===== config.mk =====
export PLATFORM = sky130hd
export DESIGN_NAME = dc_block_hpf
export DESIGN_NICKNAME = d
export VERILOG_FILES = /design/src/rtl/hpf_pkg.sv /design/src/rtl/hpf_mode_latch.sv /design/src/rtl/hpf_chan_seq.sv /design/src/rtl/hpf_state_bank.sv /design/src/rtl/hpf_core.sv /design/src/rtl/dc_block_hpf.sv
export SDC_FILE = /design/constraint.sdc
export NUM_CORES = 2
export LEC_CHECK = 0
export ABC_AREA = 0
export ABC_CLOCK_PERIOD_IN_PS = 15700
export BUFFER_PORTS_ARGS = -buffer_cell sky130_fd_sc_hd__buf_2
export CORE_UTILIZATION = 35
export CTS_CLUSTER_SIZE = 28
export DETAILED_ROUTE_END_ITERATION = 16
export HOLD_SLACK_MARGIN = 0.15
export PLACE_DENSITY_LB_ADDON = 0.2
export SLEW_MARGIN = 15
export SYNTH_ARGS = -nofsm -noshare
export SYNTH_HDL_FRONTEND = slang
export SYNTH_HIERARCHICAL = 1
export SYNTH_SLANG_ARGS = --single-unit

===== constraint.sdc =====
create_clock -name clk -period 15.7 [get_ports clk]
set_input_delay 3.14 -clock clk [delete_from_list [all_inputs] [get_ports clk]]
set_output_delay 3.14 -clock clk [all_outputs]
set_load 0.1 [all_outputs]

===== src/rtl/hpf_pkg.sv =====
package hpf_pkg;
  localparam int SMP_W   = 24;
  localparam int GUARD_W = 8;
  localparam int HEAD_W  = 2;
  localparam int ACC_W   = SMP_W + GUARD_W + HEAD_W;
  localparam int COEF_W  = 24;
  localparam int WIDE_W  = ACC_W + COEF_W + 2;
  localparam logic [COEF_W-1:0] COEF_DEF = 24'd16775020;

  typedef logic signed [SMP_W-1:0]  smp_t;
  typedef logic signed [ACC_W-1:0]  acc_t;
  typedef logic signed [WIDE_W-1:0] wide_t;

  // clamp a wide value to the accumulator range
  function automatic acc_t clamp_acc(wide_t v);
    wide_t hi, lo;
    hi = (wide_t'(1) <<< (ACC_W-1)) - wide_t'(1);
    lo = -(wide_t'(1) <<< (ACC_W-1));
    if (v > hi)      return acc_t'(hi);
    else if (v < lo) return acc_t'(lo);
    else             return acc_t'(v);
  endfunction

  // one recursion step on the scaled state
  function automatic acc_t next_state(smp_t x, smp_t xp, acc_t s,
                                      logic [COEF_W-1:0] a);
    wide_t diff, prod, sum;
    diff = wide_t'(x) - wide_t'(xp);
    prod = wide_t'(s) * wide_t'($signed({1'b0, a}));
    prod = (prod + (wide_t'(1) <<< (COEF_W-1))) >>> COEF_W;
    sum  = (diff <<< GUARD_W) + prod;
    return clamp_acc(sum);
  endfunction

  // round away the guard bits and clamp to the sample range
  function automatic smp_t state_to_out(acc_t s);
    wide_t r, hi, lo;
    r  = (wide_t'(s) + (wide_t'(1) <<< (GUARD_W-1))) >>> GUARD_W;
    hi = (wide_t'(1) <<< (SMP_W-1)) - wide_t'(1);
    lo = -(wide_t'(1) <<< (SMP_W-1));
    if (r > hi)      return smp_t'(hi);
    else if (r < lo) return smp_t'(lo);
    else             return smp_t'(r);
  endfunction
endpackage


===== src/rtl/hpf_mode_latch.sv =====
module hpf_mode_latch (
  input  logic clk,
  input  logic rst_n,
  input  logic pwr_dn_n,
  input  logic en_req,
  output logic mode_en
);
  always_ff @(posedge clk or negedge rst_n) begin
    if (!rst_n)         mode_en <= 1'b0;
    else if (!pwr_dn_n) mode_en <= en_req;
  end
endmodule


===== src/rtl/hpf_chan_seq.sv =====
module hpf_chan_seq #(
  parameter int NUM_CH = 4,
  localparam int CH_W = (NUM_CH > 1) ? $clog2(NUM_CH) : 1
) (
  input  logic            clk,
  input  logic            rst_n,
  input  logic            clr,
  input  logic            adv,
  output logic [CH_W-1:0] ch_idx
);
  localparam logic [CH_W-1:0] LAST = CH_W'(NUM_CH-1);

  always_ff @(posedge clk or negedge rst_n) begin
    if (!rst_n)      ch_idx <= '0;
    else if (clr)    ch_idx <= '0;
    else if (adv)    ch_idx <= (ch_idx == LAST) ? '0 : ch_idx + CH_W'(1);
  end
endmodule


===== src/rtl/hpf_state_bank.sv =====
module hpf_state_bank
  import hpf_pkg::*;
#(
  parameter int NUM_CH = 4,
  localparam int CH_W = (NUM_CH > 1) ? $clog2(NUM_CH) : 1
) (
  input  logic            clk,
  input  logic            rst_n,
  input  logic            clr,
  input  logic            wr_en,
  input  logic [CH_W-1:0] sel_ch,
  input  smp_t            wr_x,
  input  acc_t            wr_s,
  output smp_t            rd_x,
  output acc_t            rd_s
);
  smp_t x_hist [NUM_CH];
  acc_t s_hist [NUM_CH];

  for (genvar g = 0; g < NUM_CH; g++) begin : g_ch
    always_ff @(posedge clk or negedge rst_n) begin
      if (!rst_n) begin
        x_hist[g] <= '0;
        s_hist[g] <= '0;
      end else if (clr) begin
        x_hist[g] <= '0;
        s_hist[g] <= '0;
      end else if (wr_en && sel_ch == CH_W'(g)) begin
        x_hist[g] <= wr_x;
        s_hist[g] <= wr_s;
      end
    end
  end

  assign rd_x = x_hist[sel_ch];
  assign rd_s = s_hist[sel_ch];
endmodule


===== src/rtl/hpf_core.sv =====
module hpf_core
  import hpf_pkg::*;
#(
  parameter logic [COEF_W-1:0] COEF = COEF_DEF
) (
  input  logic mode_en,
  input  smp_t x_in,
  input  smp_t x_prev,
  input  acc_t s_prev,
  output acc_t s_next,
  output smp_t y_out
);
  acc_t s_calc;
  always_comb begin
    s_calc = next_state(x_in, x_prev, s_prev, COEF);
    s_next = s_calc;
    y_out  = mode_en ? state_to_out(s_calc) : x_in;
  end
endmodule


===== src/rtl/dc_block_hpf.sv =====
module dc_block_hpf
  import hpf_pkg::*;
#(
  parameter int NUM_CH = 4,
  parameter logic [COEF_W-1:0] COEF = COEF_DEF,
  localparam int CH_W = (NUM_CH > 1) ? $clog2(NUM_CH) : 1
) (
  input  logic                    clk,
  input  logic                    rst_n,
  input  logic                    pwr_dn_n,
  input  logic                    hpf_en_req,
  input  logic                    in_valid,
  input  logic signed [SMP_W-1:0] in_data,
  output logic                    out_valid,
  output logic [CH_W-1:0]         out_ch,
  output logic signed [SMP_W-1:0] out_data
);
  logic            mode_en;
  logic [CH_W-1:0] ch_idx;
  logic            take;
  logic            clr;
  smp_t            x_prev, y_calc;
  acc_t            s_prev, s_calc;

  assign clr  = !pwr_dn_n;
  assign take = pwr_dn_n && in_valid;

  hpf_mode_latch u_mode (
    .clk(clk), .rst_n(rst_n), .pwr_dn_n(pwr_dn_n),
    .en_req(hpf_en_req), .mode_en(mode_en)
  );

  hpf_chan_seq #(.NUM_CH(NUM_CH)) u_seq (
    .clk(clk), .rst_n(rst_n), .clr(clr), .adv(take), .ch_idx(ch_idx)
  );

  hpf_state_bank #(.NUM_CH(NUM_CH)) u_bank (
    .clk(clk), .rst_n(rst_n), .clr(clr), .wr_en(take && mode_en),
    .sel_ch(ch_idx), .wr_x(in_data), .wr_s(s_calc),
    .rd_x(x_prev), .rd_s(s_prev)
  );

  hpf_core #(.COEF(COEF)) u_core (
    .mode_en(mode_en), .x_in(in_data), .x_prev(x_prev),
    .s_prev(s_prev), .s_next(s_calc), .y_out(y_calc)
  );

  always_ff @(posedge clk or negedge rst_n) begin
    if (!rst_n) begin
      out_valid <= 1'b0;
      out_ch    <= '0;
      out_data  <= '0;
    end else if (clr) begin
      out_valid <= 1'b0;
      out_ch    <= '0;
      out_data  <= '0;
    end else begin
      out_valid <= take;
      if (take) begin
        out_ch   <= ch_idx;
        out_data <= y_calc;
      end
    end
  end
endmodule


==> results.json <==
{
  "path_buf_inv": 8,
  "ys_top_cells_by_area": "fa_1 (28%), dfrtp_1 (18%), ha_1 (10%)",
  "ys_seq_area_frac": 0.184,
  "slew_headroom": 0.398,
  "die_h_um": 321,
  "synth_top_area_share": 0.284,
  "drive_above_1_share": 0.0827,
  "cp-start-kind": "flop",
  "crit_path_end_kind": "flop",
  "cts.reportedPaths.clkPinSlew_ns": 0.06,
  "vias_per_cell": 4.90,
  "numCtsBuffers": 28,
  "rows": 116,
  "post_drt_wl_per_cell_um": 20.4,
  "finalWirelength_um": 100000,
  "critical_path_required_ns": 16.12,
  "cts_sinks": 262,
  "clock_latency_ns": 0.57,
  "coreArea_mm2": 0.101,
  "first_pass_iters": 7,
  "layout.nets": 4349,
  "timing.fmax_ghz": 0.0675,
  "grt_usage": 0.200,
  "cp_max_fo": 23,
  "layout-area-overhead-vs-synth_pct": 7.71,
  "cts_tree": "done",
  "dieArea_mm2": 0.103,
  "cpMostUsedCell": "fa_1",
  "yosys_warnings": 6,
  "drt-initial-drc-count": 1456,
  "syn_inst": 3509,
  "grt_pass1_vias": 25363,
  "synth_edf_count": 0,
  "post-dp-hpwl_um": 81400,
  "diodes": 0,
  "yosys.cell_types.count": 104,
  "ys_async_sr_fraction": 1.00,
  "drc": 0,
  "maxCapViolCount": 0,
  "syn_avg_cell_area_um2": 10.2,
  "die_x_um": 321,
  "outcome": "finished, final reports clean",
  "gp_congestion": 0.899,
  "clock_path_buffers": 3,
  "htree_num_levels": 1,
  "fin_setup_tns_ns": 0,
  "via_count": 24028,
  "grt_pass1_wl_um": 158000,
  "start_util": 0.355,
  "setup_violations": 0,
  "synth_area_leader_cell": "fa_1",
  "ys.flop_type": "dfrtp_1",
  "netlist_area_mm2": 0.0357,
  "tightest_slew_ns": 0.903,
  "cp.arrival_ns": 15.23,
  "antenna_found_initial": 0,
  "rsz0062_at_grt": "false",
  "final-hold-violation-count": 0,
  "critPathSlowestCell": "dfrtp_4",
  "finalMaxSlewViolations": 0,
  "ys_seq_elements": 262,
  "overflow": 0,
  "min_path_type": "reg -> reg",
  "io_buffers": 55,
  "synth_fp_nets": 4332,
  "period_share": 0.944,
  "grt_max_degree": 137,
  "finClkSkew_ns": 0.0185,
  "worstSetupPathType": "reg -> reg",
  "cpPeakStageDelay_ns": 0.65,
  "drtAntennaViolNets": 0,
  "pin_count": 56,
  "cts-root-buf": "clkbuf_16",
  "crit_family": "adder cells",
  "period_minus_slack_ns": 14.81
}
[cells in the mapped netlist (19+ instances only)]
master and number:
dfrtp_1 262, xor2_1 60, clkbuf_1 61, inv_1 736
nand3_1 39, o21ai_0 72, mux4_2 58, and2_1 19
nand2_1 114, ha_1 287, nor2_1 127, mux2i_1 264
buf_2 27, nand2b_1 309, a21oi_1 95, nor3_1 31
xnor2_1 87, fa_1 507, a21o_1 26
[worst min-delay path, stage by stage, from the launching register on]
cell and delay, ns:
dfrtp_1 0.34, mux2i_1 0.07, nor2_1 0.07
[path summary, 6_finish.rpt]
path / from / end / slack [ns] / depth (start not counted)
hold reg to reg: out_data[15]$_DFFE_PN0P_ / out_data[15]$_DFFE_PN0P_ / 0.52 / 2
setup / recovery: u_seq/ch_idx[1]$_DFFE_PN0P_ / out_data[22]$_DFFE_PN0P_ / 0.89 / 50
max in group asynchronous: rst_n / u_seq/ch_idx[1]$_DFFE_PN0P_ / 10.90 / 3
setup reg to reg: u_seq/ch_idx[1]$_DFFE_PN0P_ / out_data[22]$_DFFE_PN0P_ / 0.89 / 50
min in group asynchronous: rst_n / out_data[23]$_DFFE_PN0P_ / 2.63 / 1
hold / removal: out_data[15]$_DFFE_PN0P_ / out_data[15]$_DFFE_PN0P_ / 0.52 / 2
[stage by stage]
step           area, um2  std cells   util  hold slack (ns)  setup WS, ns
5_1_grt            38500       4902  0.382            0.555        0.0222
4_1_cts            38400       4892  0.382            0.535         0.475
3_5_place_dp       37400       4843  0.372            0.508         0.537
3_3_place_gp       37400       4843  0.372            0.508         0.665
2_1_floorplan      35700       3509      -            0.495          1.54
6_report           38500       4902  0.382            0.522         0.885
[registers in the layout, summed over array words and instances, names as in the netlist]
| register | flops |
|---|---|
| out_ch | 2 |
| out_data | 24 |
| out_valid | 1 |
| u_bank/s_hist | 136 |
| u_bank/x_hist | 96 |
| u_mode/mode_en | 1 |
| u_seq/ch_idx | 2 |
[cell families (layout without fill, tap and decap cells)]
logic type / after synthesis / count (layout) / synth area share
buf+inv: 851 / 887 / 0.0942
fa+ha+maj: 794 / 794 / 0.385
simple gates: 758 / 758 / 0.118
compound gates: 370 / 370 / 0.0714
mux: 327 / 327 / 0.112
flops: 262 / 262 / 0.184
xor+xnor: 147 / 147 / 0.0361
[per-layer routing]
metal	wire length (um)	track usage
met3	2850	0.0146
met4	1460	0.0290
met2	48600	0.333
met1	47200	0.291
met5	0	0
[placed cells by master, fill, tap and decap left out, types with 6 or more instances in the layout]
cell type / instances
a211oi_1: 18
a21oi_2: 18
or3_1: 17
nor4_1: 7
or2_2: 18
nand2_1: 114
clkinv_2: 6
and3_1: 16
buf_2: 54
nand4_1: 8
nor2_1: 127
nand2b_1: 309
and2_1: 19
mux2i_1: 264
o21bai_1: 7
o211ai_1: 12
fa_1: 507
o21ai_1: 10
nor2b_1: 8
buf_4: 45
mux4_2: 58
xor2_1: 60
clkbuf_16: 28
o21a_1: 17
nand3_1: 38
ha_1: 287
o31ai_1: 7
inv_1: 736
xnor2_1: 87
a21o_1: 26
nor3_1: 31
nor3_2: 6
o21ai_0: 71
a31oi_1: 10
dfrtp_1: 260
a21oi_1: 95
[cell type report]
type	count	area, um2
repair buffers	101	643
inverters	737	2770
clock buffers	34	763
multi-input cells	2396	25800
fillers	9980	62100
flip-flops and latches	262	6560
well taps	1357	1700
clock inverters	15	199
[what timing repair did]
action                     4_1_cts  5_1_grt
hold buffers                     0        0
buffers inserted                 0       10
gates resized for setup          0        3
setup endpoints to repair        0       23
Power is not shown: default switching activity piles up to over one toggle a cycle in this logic, so the estimate is an artifact.
